File: src/rtl/vintr_pkg.sv
`timescale 1ns/1ps
package vintr_pkg;

  typedef enum logic [1:0] {
    ST_IDLE = 2'd0,
    ST_ACK  = 2'd1,
    ST_DONE = 2'd2
  } seq_state_e;

  typedef enum logic [2:0] {
    SRC_NONE   = 3'd0,
    SRC_HALT   = 3'd1,
    SRC_FIX_HI = 3'd2,
    SRC_FIX_LO = 3'd3,
    SRC_CHAIN  = 3'd4
  } req_src_e;

  localparam int unsigned FIXED_VEC_HI = 'o100;
  localparam int unsigned FIXED_VEC_LO = 'o270;

  // Priority order among request classes: halt, high fixed, low fixed, chain
  function automatic req_src_e pick_source(input logic en, input logic halt,
                                           input logic fhi, input logic flo,
                                           input logic shared);
    if (halt)               return SRC_HALT;
    else if (en && fhi)     return SRC_FIX_HI;
    else if (en && flo)     return SRC_FIX_LO;
    else if (en && shared)  return SRC_CHAIN;
    else                    return SRC_NONE;
  endfunction

  function automatic int unsigned fixed_vector(input req_src_e src);
    return (src == SRC_FIX_HI) ? FIXED_VEC_HI : FIXED_VEC_LO;
  endfunction

endpackage

File: src/rtl/vintr_chain_slot.sv
`timescale 1ns/1ps
module vintr_chain_slot (
  input  logic ack_in,
  input  logic req,
  output logic grant,
  output logic ack_pass
);
  // A requesting slot absorbs the acknowledge; an idle one forwards it
  assign grant    = ack_in & req;
  assign ack_pass = ack_in & ~req;
endmodule

File: src/rtl/vintr_chain.sv
`timescale 1ns/1ps
module vintr_chain #(
  parameter int unsigned NSLOT = 4,
  parameter int unsigned VW    = 16
) (
  input  logic                dev_ack,
  input  logic [NSLOT-1:0]    dev_req,
  input  logic [NSLOT*VW-1:0] dev_vec,
  output logic                shared_req,
  output logic [NSLOT-1:0]    grant,
  output logic                hit,
  output logic                tail,
  output logic [VW-1:0]       sel_vec
);
  logic [NSLOT:0] ack_link;
  logic [VW-1:0]  masked [NSLOT];

  assign ack_link[0] = dev_ack;
  assign shared_req  = |dev_req;

  for (genvar i = 0; i < NSLOT; i++) begin : g_slot
    vintr_chain_slot u_slot (
      .ack_in   (ack_link[i]),
      .req      (dev_req[i]),
      .grant    (grant[i]),
      .ack_pass (ack_link[i+1])
    );
    assign masked[i] = grant[i] ? dev_vec[i*VW +: VW] : '0;
  end

  always_comb begin
    sel_vec = '0;
    for (int i = 0; i < NSLOT; i++) sel_vec = sel_vec | masked[i];
  end

  assign hit  = |grant;
  assign tail = ack_link[NSLOT];
endmodule

File: src/rtl/vintr_seq.sv
`timescale 1ns/1ps
module vintr_seq
  import vintr_pkg::*;
#(
  parameter int unsigned VW = 16
) (
  input  logic          clk,
  input  logic          rst_n,
  input  logic          irq_en,
  input  logic          halt_req,
  input  logic          fix_hi_req,
  input  logic          fix_lo_req,
  input  logic          shared_req,
  input  logic          chain_hit,
  input  logic          chain_tail,
  input  logic [VW-1:0] chain_vec,
  output logic          irq_ack,
  output logic          rd_stb,
  output logic          vec_valid,
  output logic [VW-1:0] vec_out,
  output logic          vec_fixed,
  output logic          halt_enter
);
  seq_state_e    state_q;
  req_src_e      src;
  logic          valid_q, fixed_q, halt_q;
  logic [VW-1:0] vec_q;

  assign src = pick_source(irq_en, halt_req, fix_hi_req, fix_lo_req, shared_req);

  always_ff @(posedge clk or negedge rst_n) begin
    if (!rst_n) begin
      state_q <= ST_IDLE;
      valid_q <= 1'b0;
      fixed_q <= 1'b0;
      halt_q  <= 1'b0;
      vec_q   <= '0;
    end else begin
      valid_q <= 1'b0;
      fixed_q <= 1'b0;
      halt_q  <= 1'b0;
      case (state_q)
        ST_IDLE: begin
          case (src)
            SRC_HALT: begin
              halt_q  <= 1'b1;
              state_q <= ST_DONE;
            end
            SRC_FIX_HI, SRC_FIX_LO: begin
              valid_q <= 1'b1;
              fixed_q <= 1'b1;
              vec_q   <= VW'(fixed_vector(src));
              state_q <= ST_DONE;
            end
            SRC_CHAIN: state_q <= ST_ACK;
            default:   state_q <= ST_IDLE;
          endcase
        end
        ST_ACK: begin
          if (chain_hit) begin
            valid_q <= 1'b1;
            vec_q   <= chain_vec;
            state_q <= ST_DONE;
          end else begin
            state_q <= ST_IDLE;
          end
        end
        ST_DONE: state_q <= ST_IDLE;
        default: state_q <= ST_IDLE;
      endcase
    end
  end

  assign irq_ack    = (state_q == ST_ACK);
  assign rd_stb     = (state_q == ST_ACK);
  assign vec_valid  = valid_q;
  assign vec_out    = vec_q;
  assign vec_fixed  = fixed_q;
  assign halt_enter = halt_q;

  AST_ACK_NEEDS_EN: assert property (@(posedge clk) disable iff (!rst_n)
    irq_ack |-> $past(irq_en));
  AST_ACK_SINGLE: assert property (@(posedge clk) disable iff (!rst_n)
    irq_ack |=> !irq_ack);
  AST_VALID_PULSE: assert property (@(posedge clk) disable iff (!rst_n)
    vec_valid |=> !vec_valid);
  AST_CHAIN_VALID_AFTER_ACK: assert property (@(posedge clk) disable iff (!rst_n)
    (vec_valid && !vec_fixed) |-> $past(irq_ack));
  AST_TAIL_NO_VALID: assert property (@(posedge clk) disable iff (!rst_n)
    chain_tail |=> !vec_valid);
  AST_FIXED_SKIPS_ACK: assert property (@(posedge clk) disable iff (!rst_n)
    (vec_valid && vec_fixed) |-> !$past(irq_ack));
  AST_HALT_PULSE: assert property (@(posedge clk) disable iff (!rst_n)
    halt_enter |=> !halt_enter);
  AST_HALT_NO_VEC: assert property (@(posedge clk) disable iff (!rst_n)
    halt_enter |-> !vec_valid);
endmodule

File: src/rtl/vintr_ack_top.sv
`timescale 1ns/1ps
module vintr_ack_top #(
  parameter int unsigned NSLOT = 4,
  parameter int unsigned VW    = 16
) (
  input  logic                clk,
  input  logic                rst_n,
  input  logic                irq_en,
  input  logic                halt_req,
  input  logic                fix_hi_req,
  input  logic                fix_lo_req,
  input  logic [NSLOT-1:0]    dev_req,
  input  logic [NSLOT*VW-1:0] dev_vec,
  output logic                irq_ack,
  output logic                rd_stb,
  output logic [NSLOT-1:0]    dev_grant,
  output logic                chain_tail,
  output logic                vec_valid,
  output logic [VW-1:0]       vec_out,
  output logic                vec_fixed,
  output logic                halt_enter
);
  logic          shared_req;
  logic          chain_hit;
  logic [VW-1:0] chain_vec;

  vintr_chain #(.NSLOT(NSLOT), .VW(VW)) u_chain (
    .dev_ack    (irq_ack),
    .dev_req    (dev_req),
    .dev_vec    (dev_vec),
    .shared_req (shared_req),
    .grant      (dev_grant),
    .hit        (chain_hit),
    .tail       (chain_tail),
    .sel_vec    (chain_vec)
  );

  vintr_seq #(.VW(VW)) u_seq (
    .clk        (clk),
    .rst_n      (rst_n),
    .irq_en     (irq_en),
    .halt_req   (halt_req),
    .fix_hi_req (fix_hi_req),
    .fix_lo_req (fix_lo_req),
    .shared_req (shared_req),
    .chain_hit  (chain_hit),
    .chain_tail (chain_tail),
    .chain_vec  (chain_vec),
    .irq_ack    (irq_ack),
    .rd_stb     (rd_stb),
    .vec_valid  (vec_valid),
    .vec_out    (vec_out),
    .vec_fixed  (vec_fixed),
    .halt_enter (halt_enter)
  );

  AST_GRANT_ONEHOT: assert property (@(posedge clk) disable iff (!rst_n)
    $onehot0(dev_grant));
  AST_GRANT_NEEDS_ACK: assert property (@(posedge clk) disable iff (!rst_n)
    (|dev_grant) |-> rd_stb);
endmodule

File: config.mk
export PLATFORM = sky130hd
export DESIGN_NAME = vintr_ack_top
export DESIGN_NICKNAME = d
export VERILOG_FILES = /design/src/rtl/vintr_pkg.sv /design/src/rtl/vintr_chain_slot.sv /design/src/rtl/vintr_chain.sv /design/src/rtl/vintr_seq.sv /design/src/rtl/vintr_ack_top.sv
export SDC_FILE = /design/constraint.sdc
export NUM_CORES = 1
export LEC_CHECK = 0
export BUFFER_PORTS_ARGS = -buffer_cell sky130_fd_sc_hd__buf_2
export CORE_MARGIN = 1.5
export CORE_UTILIZATION = 41
export DETAILED_ROUTE_END_ITERATION = 8
export PLACE_DENSITY = 0.83
export SYNTH_ARGS = -nofsm -noshare
export SYNTH_HDL_FRONTEND = slang
export SYNTH_HIERARCHICAL = 1
export SYNTH_SLANG_ARGS = --single-unit
File: constraint.sdc
create_clock -name clk -period 3.1 [get_ports clk]
set_input_delay 0.31 -clock clk [delete_from_list [all_inputs] [get_ports clk]]
set_output_delay 0.31 -clock clk [all_outputs]
set_load 0.02 [all_outputs]
# [Word-level counts from Yosys, hierarchy flattened]
# Index checks and enable logic that the tools add are counted.
# W data, S select, Z words.
[op_classes] add_sub_neg=0 multipliers=0 div=0 order_cmp=0 n_eq_ne=7 shifts=0 n_mux=21 n_bitwise=15 n_reduce_logical=10
[ops] cell="$mux W16" n=6
[ops] cell="$or A16 B16 Y16" n=3
[ops] cell="$pmux W16 S2" n=1
[ops] cell="$mux W3" n=4
[ops] cell="$and A1 B1 Y1" n=8
[ops] cell="$mux W8" n=1
[ops] cell="$pmux W2 S2" n=2
[ops] cell="$reduce_or A4 Y1" n=2
[ops] cell="$eq A3 B2 Y1 const B" n=2
[ops] cell="$mux W1" n=5
[ops] cell="$ne A2 B2 Y1 const B" n=2
[ops] cell="$not A1 Y1" n=4
[ops] cell="$eq A3 B1 Y1 const B" n=1
[ops] cell="$eq A3 B3 Y1 const B" n=1
[ops] cell="$logic_and A1 B1 Y1" n=3
[ops] cell="$reduce_and A3 Y1" n=1
[ops] cell="$reduce_or A3 Y1" n=1
[ops] cell="$eq A2 B1 Y1 const B" n=1
[ops] cell="$logic_not A2 Y1" n=1
[ops] cell="$mux W2" n=1
[ops] cell="$pmux W1 S2" n=1
[ops] cell="$reduce_bool A2 Y1" n=1
[ops] cell="$reduce_or A2 Y1" n=1
[totals] register_bits=21 latchBits=0 mem_bits_rw=0 romBits=0 out_inout_bits=26 wordCells=58 memories=0

# [Longest topological paths before layout]
[depth] depth_word=10 mapped_depth=12 mapped_depth_nobuf=9

# [Hierarchy]
# The synthesis kept the hierarchy.
[by_module_without_submodules] module="vintr_seq" instances=1 cells_each=87 area_each_um2=963.4 seq_area_each_um2=525.5
[by_module_without_submodules] module="vintr_chain" instances=1 cells_each=58 area_each_um2=365.4 seq_area_each_um2=0.0
[by_module_without_submodules] module="vintr_chain_slot" instances=4 cells_each=2 area_each_um2=16.3 seq_area_each_um2=0.0

# [Worst setup path before layout]
# OpenSTA, ideal clock, no wires.
[synth_path] path_kind="register to register" start="register u_seq.state_q[0]" end="register u_seq.vec_q[3], in the netlist u_seq/vec_out[3]" arrival_ps=2744 required_ps=2973 path_slack_ps=229 stages_incl_launch_ff=11 synth_period_minus_slack_ps=2871 cell_sequence="dfrtp_1 nor2b_1 and2b_2 and2b_2 and2b_2 and2_2 buf_2 or4_4 and3b_1 buf_2 o32a_2"
[synth_via] elab_cells_between_ends=23 classes_between="3 x eq/ne; 6 x mux; 10 x bitwise; 4 x reduce/logical"
[synth_rtl] item="start: declaration" line="vintr_seq.sv:24" text="seq_state_e state_q;"
[synth_rtl] item="start signal: assignment" line="vintr_seq.sv:33" text="state_q <= ST_IDLE;"
[synth_rtl] item="start signal: assignment" line="vintr_seq.sv:47" text="state_q <= ST_DONE;"
[synth_rtl] item="start signal: assignment" line="vintr_seq.sv:53" text="state_q <= ST_DONE;"
[synth_rtl] item="$eq A2 B1 Y1" line="vintr_seq.sv:74" text="assign irq_ack = (state_q == ST_ACK);"
[synth_rtl] item="net irq_ack" line="vintr_ack_top.sv:14" text="output logic irq_ack,"
[synth_rtl] item="$and A1 B1 Y1" line="vintr_chain_slot.sv:10" text="assign ack_pass = ack_in & ~req;"
[synth_rtl] item="net u_chain.ack_link[1]" line="vintr_chain.sv:15" text="logic [NSLOT:0] ack_link;"
[synth_rtl] item="$and A1 B1 Y1" line="vintr_chain_slot.sv:10"
[synth_rtl] item="net u_chain.ack_link[2]" line="vintr_chain.sv:15"
[synth_rtl] item="$and A1 B1 Y1" line="vintr_chain_slot.sv:10"
[synth_rtl] item="net u_chain.ack_link[3]" line="vintr_chain.sv:15"
[synth_rtl] item="$and A1 B1 Y1" line="vintr_chain_slot.sv:9" text="assign grant = ack_in & req;"
[synth_rtl] item="net dev_grant[3]" line="vintr_ack_top.sv:16" text="output logic [NSLOT-1:0] dev_grant,"
[synth_rtl] item="$reduce_or A4 Y1" line="vintr_chain.sv:36" text="assign hit = |grant;"
[synth_rtl] item="net chain_hit" line="vintr_ack_top.sv:24" text="logic chain_hit;"
[synth_rtl] item="$ne A2 B2 Y1 (no line)"
[synth_rtl] item="$reduce_and A3 Y1 (no line)"
[synth_rtl] item="end signal: assignment" line="vintr_seq.sv:52" text="vec_q <= VW'(fixed_vector(src));"
[synth_rtl] item="end signal: assignment" line="vintr_seq.sv:62" text="vec_q <= chain_vec;"
[synth_rtl] item="end: declaration" line="vintr_seq.sv:27" text="logic [VW-1:0] vec_q;"
# The timed path passes the listed nets, and every way through them passes these cells. The select of a mux whose other input is x is not followed.
# A chain may end at the register's enable or synchronous reset.

# [Worst setup path after layout]
[layout_path] start="register u_seq.state_q[0]" end="register u_seq.vec_q[4], in the netlist u_seq/vec_out[4]"
[layout_via] elab_cells_between_ends=23 classes_between="3 x eq/ne; 6 x mux; 10 x bitwise; 4 x reduce/logical"
[layout_rtl] item="$eq A2 B1 Y1 (*)" line="vintr_seq.sv:74"
[layout_rtl] item="$and A1 B1 Y1 (*)" line="vintr_chain_slot.sv:10"
[layout_rtl] item="net u_chain.ack_link[1]" line="vintr_chain.sv:15"
[layout_rtl] item="$and A1 B1 Y1 (*)" line="vintr_chain_slot.sv:10"
[layout_rtl] item="net u_chain.ack_link[2]" line="vintr_chain.sv:15"
[layout_rtl] item="$and A1 B1 Y1" line="vintr_chain_slot.sv:10"
[layout_rtl] item="$and A1 B1 Y1" line="vintr_chain_slot.sv:9"
[layout_rtl] item="$reduce_or A4 Y1 (*)" line="vintr_chain.sv:36"
[layout_rtl] item="net chain_hit" line="vintr_ack_top.sv:24"
[layout_rtl] item="$ne A2 B2 Y1 (no line) (*)"
[layout_rtl] item="$reduce_and A3 Y1 (no line) (*)"
# The timed path passes the listed nets; every way through them passes the cells marked *. The select of a mux whose other input is x is not followed.

==> metrics.csv <==
stage,metric,value,unit
run,drv_cap,0,
sta,hold_violations,0,
floorplanning,io_pins,100,
setup_path,cp.required,3.28,ns
sta,final_max_slew_viol_count,0,
setup_path,max_stage_delay,0.56,ns
floorplanning,die_w,61.31,microns
yosys,synthTopCellsByArea,"dfrtp_1 (38%), a22oi_1 (18%), nand2_1 (10%)",
grt,grt_pass1_wl,6.541,mm
clock_tree,clock-sinks,21,
power_and_ir_drop,p_int,408.3,uW
power_and_ir_drop,power_density,298.3,nW/um^2
setup_path,path_max_fanout,18,
yosys,netlist_top_cells_count,"nand2_1 (38), a22oi_1 (33), dfrtp_1 (21), buf_2 (11), o21ai_2 (9)",
power_and_ir_drop,clockPowerShare,0.225,
clock_tree,h-tree-depth,1,
placement,dpl-instance-area,1862,sq um
grt,antenna_found_initial,0,
placement,dpl.hpwl,3.031,mm
grt,grt_max_degree,22,
power_and_ir_drop,switching_power,157.8,uW
power_and_ir_drop,power,566.1,uW
setup_path,crit_top_cell,and2b_2,
yosys,synth_area_per_cell,9.110,sq um
yosys,yosysTopAreaCell,dfrtp_1,
sta,max_freq,357.0,MHz
power_and_ir_drop,power_frac_seq,0.537,
clock_tree,cts_tree,done,
floorplanning,start_util,0.4421,
yosys,ys.flop_type,dfrtp_1,
floorplanning,die_y,61.31,microns
placement,portBuffers,99,
min_path,hp-class,input port to flip-flop,
yosys,yosysTopAreaCellShare,0.3770,
yosys,yosys_warnings,6,
setup_path,cp_num_buf_inv,0,
sta,rsz0062_at_grt,no,
setup_path,cp-start-kind,flip-flop,
route,vias,1524,
sta,setup_tns,0,ns
setup_path,crit_chain,"nor2b_1, and2b_2, and2b_2, and2_2, or4_4, and3b_1, o32a_2",
grt,first_global_vias,1500,
layout,syn2layout_area_growth,36.18,%
clock_tree,cts.path.max_buffers,2,
power_and_ir_drop,worst_ir_drop_vdd,155.5,uV
setup_path,crit_slowest_cell,or4_4,
run_status,outcome,"complete, no violations",
clock_tree,root_buffer,clkbuf_4,
floorplanning,die_area,3758,sq um
sta,min_period,2.801,ns
route,ant_nets,0,
power_and_ir_drop,leakage,0.001036,uW
power_and_ir_drop,switching_share,0.2787,
sta,tightest_slew,0.8207,ns
clock_tree,clkTransAtPathRegs,0.11,ns
floorplanning,core,3153,sq um
setup_path,crit_type,flip-flop to flip-flop,
layout,drive_gt1_frac,0.5184,
yosys,synth_async_sr_flop_share,1.000,
route,wl,4.054,mm
layout,nets,320,
grt,gr-usage-all-layers,0.2308,
yosys,synthesis.area,1394,sq um
route,detail_route.first_pass.iterations,4,
yosys,synth_cells,153,
power_and_ir_drop,comb_power_share,0.239,
placement,gp_congestion,0.8048,
layout,insertedDiodeCount,0,
sta,finClkSkew,0.0006576,ns
placement,pre_cts_slack,0.3065,ns
setup_path,critPathTopFamily,simple AND/OR/NAND/NOR gates,
yosys,synth-edff-count,0,
grt,overflow,0,
sta,setup_viol,0,
yosys,synth_most_common_cell,nand2_1,
route,wl_per_cell,14.03,microns
route,vias_per_cell,5.273,
sta,worst_slack,0.2988,ns
yosys,ys_seq_area_frac,0.3770,
clock_tree,cts_resized,0,
yosys,synth_cell_types,30,
clock_tree,clkLatencyLatePin,0.29,ns
yosys,syn-num-nets,227,
route,drcViolationCount,0,
floorplanning,fp-row-count,20,
layout,final_cell_area,1898,sq um
setup_path,cp-end-kind,flip-flop,
clock_tree,numCtsBuffers,3,
layout,fin_util,0.6020,
route,drtIter0Drc,61,
sta,relSlewSlack,0.4529,
sta,fin_crit_sh,0.9036,
setup_path,worstPathArrival,2.99,ns
yosys,yosys_register_bits,21,
worst min-delay path: cells and delay by family:
family | cells | cell delay, ns
simple gates | 1 | 0.05
buf+inv | 2 | 0.20
power groups by stage:
stage / registers (uW) / logic [uW] / clock network (uW)
after global routing: 306 / 147 / 145
after global placement: 308 / 133 / 0
after detailed placement: 309 / 135 / 0
after floorplan: 327 / 44.9 / 0
after CTS: 304 / 137 / 137
final: 304 / 135 / 127
placed cells by master, fill, tap and decap left out:
| cell | count |
|---|---|
| a22oi_1 | 33 |
| and3b_1 | 1 |
| clkbuf_1 | 1 |
| a2bb2oi_1 | 4 |
| or4_4 | 1 |
| o32a_2 | 3 |
| nor2_1 | 1 |
| buf_4 | 3 |
| nand2_1 | 38 |
| nand3b_1 | 1 |
| or2_0 | 1 |
| nor3_1 | 2 |
| inv_1 | 2 |
| and2b_2 | 4 |
| buf_2 | 99 |
| or4_1 | 1 |
| nand2b_1 | 1 |
| o32ai_1 | 1 |
| nor2b_1 | 2 |
| dlygate4sd3_1 | 1 |
| o32a_1 | 1 |
| and2_1 | 1 |
| o21ai_0 | 2 |
| a211oi_1 | 1 |
| a31oi_1 | 1 |
| and3_1 | 1 |
| dfrtp_1 | 21 |
| and2_2 | 4 |
| nor4b_4 | 1 |
| o21ai_2 | 9 |
| clkbuf_4 | 3 |
per-stage QoR:
step | std cells | hold slack (ns)
after floorplan | 153 | 0.01441
after global routing | 289 | 0.3238
after detailed placement | 284 | 0.2950
after CTS | 289 | 0.2802
after global placement | 284 | 0.2891
final | 289 | 0.3024
cell families after synthesis:
group | after synthesis | share of synthesized area
buffers and inverters | 17 | 0.08079
DFF | 21 | 0.3770
and+or+nand+nor | 60 | 0.2280
AOI/OAI and AO/OA | 55 | 0.3142
path summary, 6_finish.rpt:
check / from / slack [ns] / to / cells past startpoint
max: u_seq/state_q[0] / 0.30 / u_seq/vec_out[4] / 7
min: halt_req / 0.30 / u_seq/halt_enter / 3
max reg2reg: u_seq/state_q[0] / 0.30 / u_seq/vec_out[4] / 7
min reg2reg: u_seq/vec_out[7] / 0.53 / u_seq/vec_out[7] / 1
max in group asynchronous: rst_n / 2.29 / u_seq/vec_out[9] / 2
min in group asynchronous: rst_n / 0.49 / u_seq/state_q[0] / 2
registers in the layout, indices dropped and copies added, names as in the netlist:
| signal | count |
|---|---|
| u_seq/vec_out | 16 |
| u_seq/vec_valid | 1 |
| u_seq/halt_enter | 1 |
| u_seq/state_q | 2 |
| u_seq/vec_fixed | 1 |
timing repair:
item / 4_1_cts / 5_1_grt
setup buffers: 0 / 0
hold endpoints to repair: 21 / 0
hold buffers: 1 / 0
routing by layer:
metal | wire length, microns | GRT usage
met3 | 289 | 0.01471
met4 | 27 | 0.05901
met1 | 1612 | 0.2695
met2 | 2124 | 0.4514
met5 | 0 | 0
layout make-up:
type | count | area (sq um)
Multi-Input combinational cell | 115 | 755.7
Sequential cell | 21 | 525.5
Inverter | 2 | 7.507
Clock buffer | 4 | 26.28
Tap cell | 44 | 55.05
Timing Repair Buffer | 103 | 528.0
Fill cell | 312 | 1255
No activity file was read; power rests on OpenSTA's default activity.
